### config.mk
export PLATFORM = sky130hd
export DESIGN_NAME = mbox_irq_hs
export DESIGN_NICKNAME = d
export VERILOG_FILES = /design/src/rtl/mbox_pkg.sv /design/src/rtl/mbox_host_regs.sv /design/src/rtl/mbox_adp_regs.sv /design/src/rtl/mbox_irq_gate.sv /design/src/rtl/mbox_irq_hs.sv
export SDC_FILE = /design/constraint.sdc
export NUM_CORES = 1
export LEC_CHECK = 0
export ABC_AREA = 0
export CAP_MARGIN = 40
export CORE_AREA = 4 4 65 67
export CTS_CLUSTER_SIZE = 30
export DETAILED_ROUTE_END_ITERATION = 7
export DIE_AREA = 0 0 69 71
export PLACE_DENSITY = 0.85
export SYNTH_ARGS = -nofsm -noshare
export SYNTH_HDL_FRONTEND = slang
export SYNTH_SLANG_ARGS = --single-unit
### constraint.sdc
create_clock -name clk -period 1.82 [get_ports clk]
set_input_delay 0.273 -clock clk [delete_from_list [all_inputs] [get_ports clk]]
set_output_delay 0.273 -clock clk [all_outputs]
set_load 0.05 [all_outputs]
### src/rtl/mbox_pkg.sv
package mbox_pkg;

    localparam int DW = 8;

    typedef enum logic [1:0] {
        OP_WR  = 2'd0,
        OP_AND = 2'd1,
        OP_OR  = 2'd2,
        OP_RD  = 2'd3
    } hop_e;

    typedef enum logic [1:0] {
        SEL_HLO = 2'd0,
        SEL_HHI = 2'd1,
        SEL_ALO = 2'd2,
        SEL_AHI = 2'd3
    } hsel_e;

    // host-low: master enable (6), adapter select (0) / events 4,3,2
    localparam int               HLO_IEN_BIT = 6;
    localparam logic [DW-1:0]    HLO_CTRL    = 8'h41;
    localparam logic [DW-1:0]    HLO_EVT     = 8'h1C;

    // host-high: events 6..1; bit 4 only via the free-notify path
    localparam int               HHI_RSP_BIT  = 5;
    localparam int               HHI_FREE_BIT = 4;
    localparam logic [DW-1:0]    HHI_EVT      = 8'h7E;
    localparam logic [DW-1:0]    HHI_ADP_SET  = 8'h6E;

    // adapter-low: masks 1,0 / status 7..3
    localparam int               ALO_HWM_BIT = 1;
    localparam int               ALO_SWM_BIT = 0;
    localparam logic [DW-1:0]    ALO_CTRL    = 8'h03;
    localparam logic [DW-1:0]    ALO_STAT    = 8'hF8;

    // adapter-high: doorbells 5,4,1,0 / notify requests 3,2
    localparam int               AHI_CMD_NFY = 3;
    localparam int               AHI_SB_NFY  = 2;
    localparam logic [DW-1:0]    AHI_BELL    = 8'h33;
    localparam logic [DW-1:0]    AHI_ALL     = 8'h3F;

    function automatic logic [DW-1:0] ctrl_next(
        input logic [DW-1:0] cur,
        input hop_e          op,
        input logic [DW-1:0] opnd
    );
        logic [DW-1:0] r;
        case (op)
            OP_WR:   r = opnd;
            OP_AND:  r = cur & opnd;
            OP_OR:   r = cur | opnd;
            default: r = cur;
        endcase
        return r;
    endfunction

endpackage

### src/rtl/mbox_host_regs.sv
module mbox_host_regs
    import mbox_pkg::*;
(
    input  logic          clk,
    input  logic          rst_n,
    input  logic          host_en,
    input  hop_e          host_op,
    input  hsel_e         host_sel,
    input  logic [DW-1:0] host_wdata,
    input  logic [DW-1:0] adp_evt_lo,
    input  logic [DW-1:0] adp_evt_hi,
    input  logic          rsp_fire,
    input  logic          free_fire,
    output logic [DW-1:0] hlo_o,
    output logic [DW-1:0] hhi_o
);

    typedef struct packed {
        logic [DW-1:0] lo;
        logic [DW-1:0] hi;
    } hst_t;

    hst_t          st_d, st_q;
    logic          hit_lo, hit_hi;
    logic [DW-1:0] clr_lo, clr_hi, set_lo, set_hi, ctl_lo;

    always_comb begin
        hit_lo = host_en && (host_sel == SEL_HLO);
        hit_hi = host_en && (host_sel == SEL_HHI);

        clr_lo = (hit_lo && host_op == OP_AND) ? (~host_wdata & HLO_EVT) : '0;
        clr_hi = (hit_hi && host_op == OP_AND) ? (~host_wdata & HHI_EVT) : '0;

        set_lo = adp_evt_lo & HLO_EVT;
        set_hi = adp_evt_hi & HHI_ADP_SET;
        if (rsp_fire)  set_hi[HHI_RSP_BIT]  = 1'b1;
        if (free_fire) set_hi[HHI_FREE_BIT] = 1'b1;

        ctl_lo = hit_lo ? ctrl_next(st_q.lo, host_op, host_wdata) : st_q.lo;

        st_d.lo = (ctl_lo & HLO_CTRL)
                | (((st_q.lo & ~clr_lo) | set_lo) & HLO_EVT);
        st_d.hi = ((st_q.hi & ~clr_hi) | set_hi) & HHI_EVT;
    end

    always_ff @(posedge clk) begin
        if (!rst_n) st_q <= '0;
        else        st_q <= st_d;
    end

    assign hlo_o = st_q.lo;
    assign hhi_o = st_q.hi;

endmodule

### src/rtl/mbox_adp_regs.sv
module mbox_adp_regs
    import mbox_pkg::*;
(
    input  logic          clk,
    input  logic          rst_n,
    input  logic          host_en,
    input  hop_e          host_op,
    input  hsel_e         host_sel,
    input  logic [DW-1:0] host_wdata,
    input  logic [DW-1:0] adp_stat,
    input  logic [DW-1:0] adp_bell_clr,
    input  logic          adp_cmd_done,
    input  logic          adp_sb_copied,
    input  logic          adp_resp_err,
    output logic          rsp_fire,
    output logic          free_fire,
    output logic [DW-1:0] alo_o,
    output logic [DW-1:0] ahi_o,
    output logic [DW-1:0] pulse_o
);

    typedef struct packed {
        logic [DW-1:0] lo;
        logic [DW-1:0] hi;
        logic [DW-1:0] pulse;
    } ast_t;

    ast_t          st_d, st_q;
    logic          hit_lo, hit_hi;
    logic [DW-1:0] clr_stat, set_stat, ctl_lo;
    logic [DW-1:0] bell_set, bell_clr;
    logic [DW-1:0] lo_n, hi_n, pulse_n;

    always_comb begin
        hit_lo = host_en && (host_sel == SEL_ALO);
        hit_hi = host_en && (host_sel == SEL_AHI);

        rsp_fire  = adp_cmd_done && st_q.hi[AHI_CMD_NFY];
        free_fire = adp_sb_copied && (st_q.hi[AHI_SB_NFY] || adp_resp_err);

        clr_stat = (hit_lo && host_op == OP_AND) ? (~host_wdata & ALO_STAT) : '0;
        set_stat = adp_stat & ALO_STAT;
        ctl_lo   = hit_lo ? ctrl_next(st_q.lo, host_op, host_wdata) : st_q.lo;
        lo_n     = (ctl_lo & ALO_CTRL)
                 | (((st_q.lo & ~clr_stat) | set_stat) & ALO_STAT);

        bell_set = (hit_hi && host_op == OP_OR) ? (host_wdata & AHI_ALL) : '0;
        bell_clr = adp_bell_clr & AHI_BELL;
        if (rsp_fire)                                 bell_clr[AHI_CMD_NFY] = 1'b1;
        if (adp_sb_copied && st_q.hi[AHI_SB_NFY])     bell_clr[AHI_SB_NFY]  = 1'b1;
        hi_n = ((st_q.hi & ~bell_clr) | bell_set) & AHI_ALL;
    end

    for (genvar i = 0; i < DW; i++) begin : g_pulse
        if (AHI_BELL[i]) begin : g_bell
            assign pulse_n[i] = hi_n[i] & ~st_q.hi[i] & ~st_q.lo[ALO_SWM_BIT];
        end else begin : g_none
            assign pulse_n[i] = 1'b0;
        end
    end

    always_comb begin
        st_d.lo    = lo_n;
        st_d.hi    = hi_n;
        st_d.pulse = pulse_n;
    end

    always_ff @(posedge clk) begin
        if (!rst_n) st_q <= '0;
        else        st_q <= st_d;
    end

    assign alo_o   = st_q.lo;
    assign ahi_o   = st_q.hi;
    assign pulse_o = st_q.pulse;

endmodule

### src/rtl/mbox_irq_gate.sv
module mbox_irq_gate
    import mbox_pkg::*;
(
    input  logic [DW-1:0] hlo,
    input  logic [DW-1:0] hhi,
    input  logic [DW-1:0] alo,
    output logic          host_irq,
    output logic          adp_irq
);

    logic any_host_evt, any_adp_stat;

    always_comb begin
        any_host_evt = (|(hlo & HLO_EVT)) || (|(hhi & HHI_EVT));
        any_adp_stat = |(alo & ALO_STAT);
        host_irq     = hlo[HLO_IEN_BIT] && any_host_evt;
        adp_irq      = !alo[ALO_HWM_BIT] && any_adp_stat;
    end

endmodule

### src/rtl/mbox_irq_hs.sv
module mbox_irq_hs
    import mbox_pkg::*;
(
    input  logic          clk,
    input  logic          rst_n,
    input  logic          host_en,
    input  logic [1:0]    host_op,
    input  logic [1:0]    host_sel,
    input  logic [DW-1:0] host_wdata,
    output logic [DW-1:0] host_rdata,
    output logic          host_irq,
    input  logic [DW-1:0] adp_evt_lo,
    input  logic [DW-1:0] adp_evt_hi,
    input  logic [DW-1:0] adp_stat,
    input  logic [DW-1:0] adp_bell_clr,
    input  logic          adp_cmd_done,
    input  logic          adp_sb_copied,
    input  logic          adp_resp_err,
    output logic          adp_irq,
    output logic [DW-1:0] bell_pulse
);

    hop_e          op_t;
    hsel_e         sel_t;
    logic [DW-1:0] hlo_q, hhi_q, alo_q, ahi_q;
    logic          rsp_fire, free_fire;

    assign op_t  = hop_e'(host_op);
    assign sel_t = hsel_e'(host_sel);

    mbox_host_regs u_host (
        .clk        (clk),
        .rst_n      (rst_n),
        .host_en    (host_en),
        .host_op    (op_t),
        .host_sel   (sel_t),
        .host_wdata (host_wdata),
        .adp_evt_lo (adp_evt_lo),
        .adp_evt_hi (adp_evt_hi),
        .rsp_fire   (rsp_fire),
        .free_fire  (free_fire),
        .hlo_o      (hlo_q),
        .hhi_o      (hhi_q)
    );

    mbox_adp_regs u_adp (
        .clk           (clk),
        .rst_n         (rst_n),
        .host_en       (host_en),
        .host_op       (op_t),
        .host_sel      (sel_t),
        .host_wdata    (host_wdata),
        .adp_stat      (adp_stat),
        .adp_bell_clr  (adp_bell_clr),
        .adp_cmd_done  (adp_cmd_done),
        .adp_sb_copied (adp_sb_copied),
        .adp_resp_err  (adp_resp_err),
        .rsp_fire      (rsp_fire),
        .free_fire     (free_fire),
        .alo_o         (alo_q),
        .ahi_o         (ahi_q),
        .pulse_o       (bell_pulse)
    );

    mbox_irq_gate u_gate (
        .hlo      (hlo_q),
        .hhi      (hhi_q),
        .alo      (alo_q),
        .host_irq (host_irq),
        .adp_irq  (adp_irq)
    );

    always_comb begin
        case (sel_t)
            SEL_HLO: host_rdata = hlo_q;
            SEL_HHI: host_rdata = hhi_q;
            SEL_ALO: host_rdata = alo_q;
            default: host_rdata = ahi_q;
        endcase
    end

endmodule

==> results of run 1 <==
[what timing repair did]
item                                    4_1_cts  5_1_grt
endpoints found under the setup margin        7        0
gates resized for setup                       2        0
setup buffers                                 0        0
[final cells by class]
cell class              instances  area (um2)  share of cell area, %
well taps                      48        60.1                   2.93
flip-flops and latches         28         561                   27.3
clock buffers                   4        55.1                   2.68
repair buffers                 61         588                   28.6
inverters                       4        15.0                  0.731
multi-input cells             121         774                   37.7
[power groups by stage]
stage	registers, mW	logic, mW	clock network, mW
floorplan	0.667	0.167	0
global placement	0.670	0.308	0
detailed placement	0.670	0.312	0
CTS	0.657	0.313	0.386
global route	0.660	0.336	0.420
finish	0.657	0.313	0.386
[path summary, 6_finish.rpt]
kind,to,cells past startpoint,from
worst min-delay path,u_adp.pulse_o[5],1,u_adp.ahi_o[5]
worst max-delay path,host_rdata[3],3,host_sel[1]
worst min register to register,u_adp.pulse_o[5],1,u_adp.ahi_o[5]
worst max register to register,u_adp.pulse_o[4],2,u_adp.alo_o[0]
[through the flow]
stage               power [mW]  setup slack, ns
floorplan                0.834            0.123
global placement         0.979           -0.141
detailed placement       0.982           -0.164
CTS                       1.36            0.128
global route              1.42          0.00188
finish                    1.36            0.135
[cells in the mapped netlist, types with 3 or more instances]
master     n  share of area, %
mux2_2     3               2.4
nor2b_1   13               5.8
o21ai_0   17               6.0
clkbuf_1   5               1.3
o22ai_1    4               1.8
nor3b_1    5               2.7
nand2_1    8               2.1
inv_1      4               1.1
nor3_1     7               2.5
buf_4      4               2.1
a21oi_1   16               5.7
nor2_1    15               4.0
dfxtp_1   28                40
a22o_1     3               1.9
ha_1       4               3.6
[sequential cells by signal (all words and copies together), names as in the netlist]
name / count
u_adp.pulse_o: 4
u_host.hlo_o: 5
u_host.hhi_o: 6
u_adp.alo_o: 7
u_adp.ahi_o: 6
[logic make-up after synthesis]
family                     synth area share (%)
buffers and inverters                      6.04
muxes                                      7.55
DFF                                        39.8
adders and majority gates                  3.55
and+or+nand+nor                            22.6
AOI/OAI and AO/OA                          20.2
other                                     0.266
[per-layer routing]
layer / wire length, um / global-route usage [%] / vias to the layer above
li1: - / - / 683
met1: 1640 / 19.6 / 642
met2: 1640 / 23.2 / 57
met3: 260 / 3.41 / 9
met4: 38 / 3.25 / 0
met5: 0 / 0 / -
[critical path, stage by stage]
cell	delay [ns]
dlygate4sd2_1	0.32
mux4_1	0.60
buf_4	0.21
==> summary.md, run 1 <==
| Metric | Value |
|---|---|
| Net count, final | `273` |
| Setup crit start kind | `input port` |
| Clock Sinks | `28` |
| CTS tree | `yes` |
| FF-to-FF setup slack | `0.97 ns` |
| Share of flip-flops with an asynchronous set or reset | `0%` |
| VDD IR max | `275 uV` |
| Final Skew | `0.00259 ns` |
| Non-filler cells, final | `266` |
| Vias per Instance | `5.23` |
| Post-synthesis sequential area ratio | `39.8%` |
| First-pass GRT wire length | `5870 um` |
| Total negative setup slack | `0 ns` |
| Worst setup EP type | `output pin` |
| Inserted Diodes | `0` |
| Area delta synth->final | `45.7%` |
| Ys Warns | `0` |
| RSZ-0062 raised after global routing | `no` |
| Drt first pass iters | `5` |
| Initial antenna violation count | `0` |
| Die width | `69 um` |
| Hold WC Path Type | `reg -> reg` |
| Via count | `1391` |
| Syn_area_per_cell | `8.70 um2` |
| Commonest non-fill, non-tap cell in the layout | `clkdlybuf4s50_1` |
| Skew-Pair Late Insertion Delay | `0.27 ns` |
| Placed Area | `2000 um2` |
| GRT overflow | `0` |
| Max-Cap Viols | `0` |
| Design area | `2050 um2` |
| TritonCTS buffer count | `3` |
| Die height | `71 um` |
| Sequential share of power | `48.5%` |
| Gate Count Post-Synth | `162` |
| Clock slew at reported path FFs | `0.10 ns` |
| WL final | `3580 um` |
| Placer Congestion | `0.792` |
| Site Rows | `22` |
| Sw Ratio | `27.4%` |
| Top fanout value on the critical path | `5` |
| Htree depth | `1` |
| P_int | `0.984 mW` |
| Placed Instances | `262` |
| Slew Limit Fails | `0` |
| Post-route antenna net violation count | `0` |
| Post-route minimum period | `1.69 ns` |
| Fillers | `331` |
| Post-CTS Hold Fix Bufs | `0` |
| CP Data Required Time | `1.55 ns` |
| Avg WL per Cell | `13.5 um` |
| Layout Utilization | `56.5%` |
| Clock Power Share | `28.5%` |
| Hold violation count in the final report | `0` |
| Core area | `3630 um2` |
| Leak | `0.824 nW` |
| Gate power share | `23.1%` |
| Ports | `68` |
| PortBufs | `48` |
| F_max | `0.593 GHz` |
| Count of different cell masters after synthesis | `34` |
| Net Switching | `0.372 mW` |
| Status | `finished clean` |
| Critical path class | `in -> out` |
| Initial Util | `38.8%` |
| Starting DRT DRC Count | `79` |
| Most frequent cells in the layout | `36 x clkdlybuf4s50_1, 28 x dfxtp_1, 20 x buf_4` |
| Area of the mapped netlist | `1410 um2` |
| Clk root buf | `clkbuf_8` |
| Total GRT Usage | `14.4%` |
| Vias in the first global route | `1284` |
| EDFF count, synth | `0` |
| Largest net degree at the start of global routing | `16` |
| Final clock period utilization by the worst path | `92.6%` |
| Final Setup Violations | `0` |
| WHS | `0.441 ns` |
| DRC | `0` |
| Seq cells post-synth | `28` |
| CTS Buffer Depth | `2` |
| Main synth FF type | `dfxtp_1` |
| Critical Path AT | `1.41 ns` |
| Full die area | `4900 um2` |
| Cell Pwr Density | `660 nW/um2` |
| Share of layout cells above drive strength 1 | `14.2%` |
| Post-DP HPWL | `2800 um` |
No activity file was read; power rests on OpenSTA's default activity.
==> inputs of run 2 (changes only) <==
- ABC_CLOCK_PERIOD_IN_PS: not set -> 1820
- PLACE_DENSITY: 0.85 -> 0.77
==> summary.md, run 2 (synthesis gave the netlist of run 1 again) <==
| Metric | Value |
|---|---|
| Critical Path AT | `1.89 ns (+0.48 ns)` |
| Largest register FFs | `7 (unchanged)` |
| Critical path class | `in -> reg` |
| Ports | `68 (unchanged)` |
| FF-to-FF setup slack | `0.95 ns (-0.02 ns)` |
| Post-route minimum period | `1.71 ns (+0.0211 ns)` |
| Site Rows | `22 (unchanged)` |
| Starting DRT DRC Count | `54 (-32%)` |
| Setup crit start kind | `input port` |
| Hold WC Path Type | `reg -> reg` |
| Cell Pwr Density | `705 nW/um2 (+6.7%)` |
| GRT overflow | `0 (unchanged)` |
| Area delta synth->final | `48.0%` |
| Inserted Diodes | `0 (unchanged)` |
| TritonCTS buffer count | `3 (unchanged)` |
| Drt first pass iters | `4 (-1)` |
| Reg2reg path depth | `2 (unchanged)` |
| Core area | `3630 um2 (unchanged)` |
| Max-Cap Viols | `0 (unchanged)` |
| F_max | `0.586 GHz (-1.2%)` |
| Design area | `2080 um2 (+1.5%)` |
| RR Startpoint | `u_adp.alo_o[0]` |
| Net count, final | `275 (+0.73%)` |
| Initial antenna violation count | `0 (unchanged)` |
| Share of layout cells above drive strength 1 | `15.0% (+0.78 points)` |
| Most frequent cells in the layout | `36 x clkdlybuf4s50_1, 28 x dfxtp_1, 22 x buf_4` |
| Largest net degree at the start of global routing | `17 (+1)` |
| Top fanout value on the critical path | `6 (+1)` |
| First-pass GRT wire length | `6100 um (+3.9%)` |
| Placed Area | `2010 um2 (+0.38%)` |
| Placer Congestion | `0.816 (+3.0%)` |
| Die width | `69 um (unchanged)` |
| Htree depth | `1 (unchanged)` |
| Placed Instances | `263 (+0.38%)` |
| Clk root buf | `clkbuf_8` |
| Clock slew at reported path FFs | `0.10 ns (about the same)` |
| Post-DP HPWL | `2970 um (+5.8%)` |
| Final Skew | `0.00236 ns (-0.000227 ns)` |
| Commonest non-fill, non-tap cell in the layout | `clkdlybuf4s50_1` |
| Total GRT Usage | `15.0% (+0.59 points)` |
| Avg WL per Cell | `14.1 um (+4.9%)` |
| Slew Limit Fails | `0 (unchanged)` |
| Clock Sinks | `28 (unchanged)` |
| Vias per Instance | `5.13 (-1.9%)` |
| Worst setup EP type | `flip-flop` |
| Final clock period utilization by the worst path | `93.7% (+1.2 points)` |
| VDD IR max | `442 uV (+61%)` |
| Via count | `1375 (-1.2%)` |
| Hold violation count in the final report | `0 (unchanged)` |
| Full die area | `4900 um2 (unchanged)` |
| CTS Buffer Depth | `2 (unchanged)` |
| Crit path launch | `host_op[0]` |
| Status | `finished clean` |
| Leak | `0.841 nW (+2.0%)` |
| CTS tree | `yes` |
| Post-CTS Hold Fix Bufs | `0 (unchanged)` |
| Post-route antenna net violation count | `0 (unchanged)` |
| Initial Util | `38.8% (unchanged)` |
| R2r endpoint | `u_adp.pulse_o[0]` |
| Final Setup Violations | `0 (unchanged)` |
| CP Data Required Time | `2.00 ns (+0.45 ns)` |
| DRC | `0 (unchanged)` |
| Non-filler cells, final | `268 (+0.75%)` |
| Skew-Pair Late Insertion Delay | `0.27 ns (about the same)` |
| Die height | `71 um (unchanged)` |
| Crit path capture | `u_host.hhi_o[2]` |
| WL final | `3780 um (+5.6%)` |
| Vias in the first global route | `1283 (-0.078%)` |
| PortBufs | `48 (unchanged)` |
run 2: critical path, cell delays in order:
cell             delay, ns
clkdlybuf4s50_1       0.51
buf_4                 0.12
ha_1                  0.27
nand4b_1              0.29
buf_4                 0.24
nor3_1                0.12
nor2_1                0.06
run 2: worst min path at each step:
stage	from	end	slack (ns)	depth (start not counted)
final	u_adp.ahi_o[5]	u_adp.pulse_o[5]	0.44	1
after global routing	u_adp.ahi_o[5]	u_adp.pulse_o[5]	0.46	1
after CTS	u_adp.ahi_o[5]	u_adp.pulse_o[5]	0.45	1
after detailed placement	u_adp.ahi_o[1]	u_adp.pulse_o[1]	0.43	1
after global placement	u_adp.ahi_o[1]	u_adp.pulse_o[1]	0.42	1
after floorplan	u_adp.ahi_o[4]	u_adp.pulse_o[4]	0.40	1
run 2: metal layers:
metal | track usage, % | vias to the layer above | part of all wire, %
met4 | 3.90 | 0 | 0.61
met1 | 20.0 | 627 | 46
met2 | 24.9 | 52 | 46
li1 | - | 694 | -
met5 | 0 | - | 0
met3 | 2.84 | 2 | 7.4
run 2: layout make-up:
class	count	area (um2)
tap	48	60.1
fill	353	1550
multi-input combinational	121	774
timing repair buffer	63	603
clock inverter	1	30.0
clock buffer	3	41.3
sequential	28	561
inverter	4	15.0
run 2: power by group:
part | total (mW) | internal [mW] | switching [mW]
combinational | 0.314 | 0.153 | 0.161
sequential | 0.658 | 0.639 | 0.0195
clock | 0.497 | 0.295 | 0.203
total | 1.47 | 1.09 | 0.383
run 2: per-stage QoR:
stage                     hold slack, ns  power [mW]  util (%)  setup TNS [ns]  worst slack, ns
final                              0.441        1.47      57.4               0            0.114
after global routing               0.465        1.52      57.4       -0.000669        -0.000669
after CTS                          0.446        1.48      57.2               0            0.132
after detailed placement           0.429       0.985      55.3           -1.61           -0.165
after global placement             0.425       0.980      55.3           -1.40           -0.160
after floorplan                    0.403       0.834         -               0            0.123
run 2: repair_timing:
action	4_1_cts	5_1_grt
pin swaps	0	1
endpoints found under the setup margin	7	1
gates resized for setup	2	0
cloned	0	0
hold endpoints to repair	0	0
setup buffers	0	1
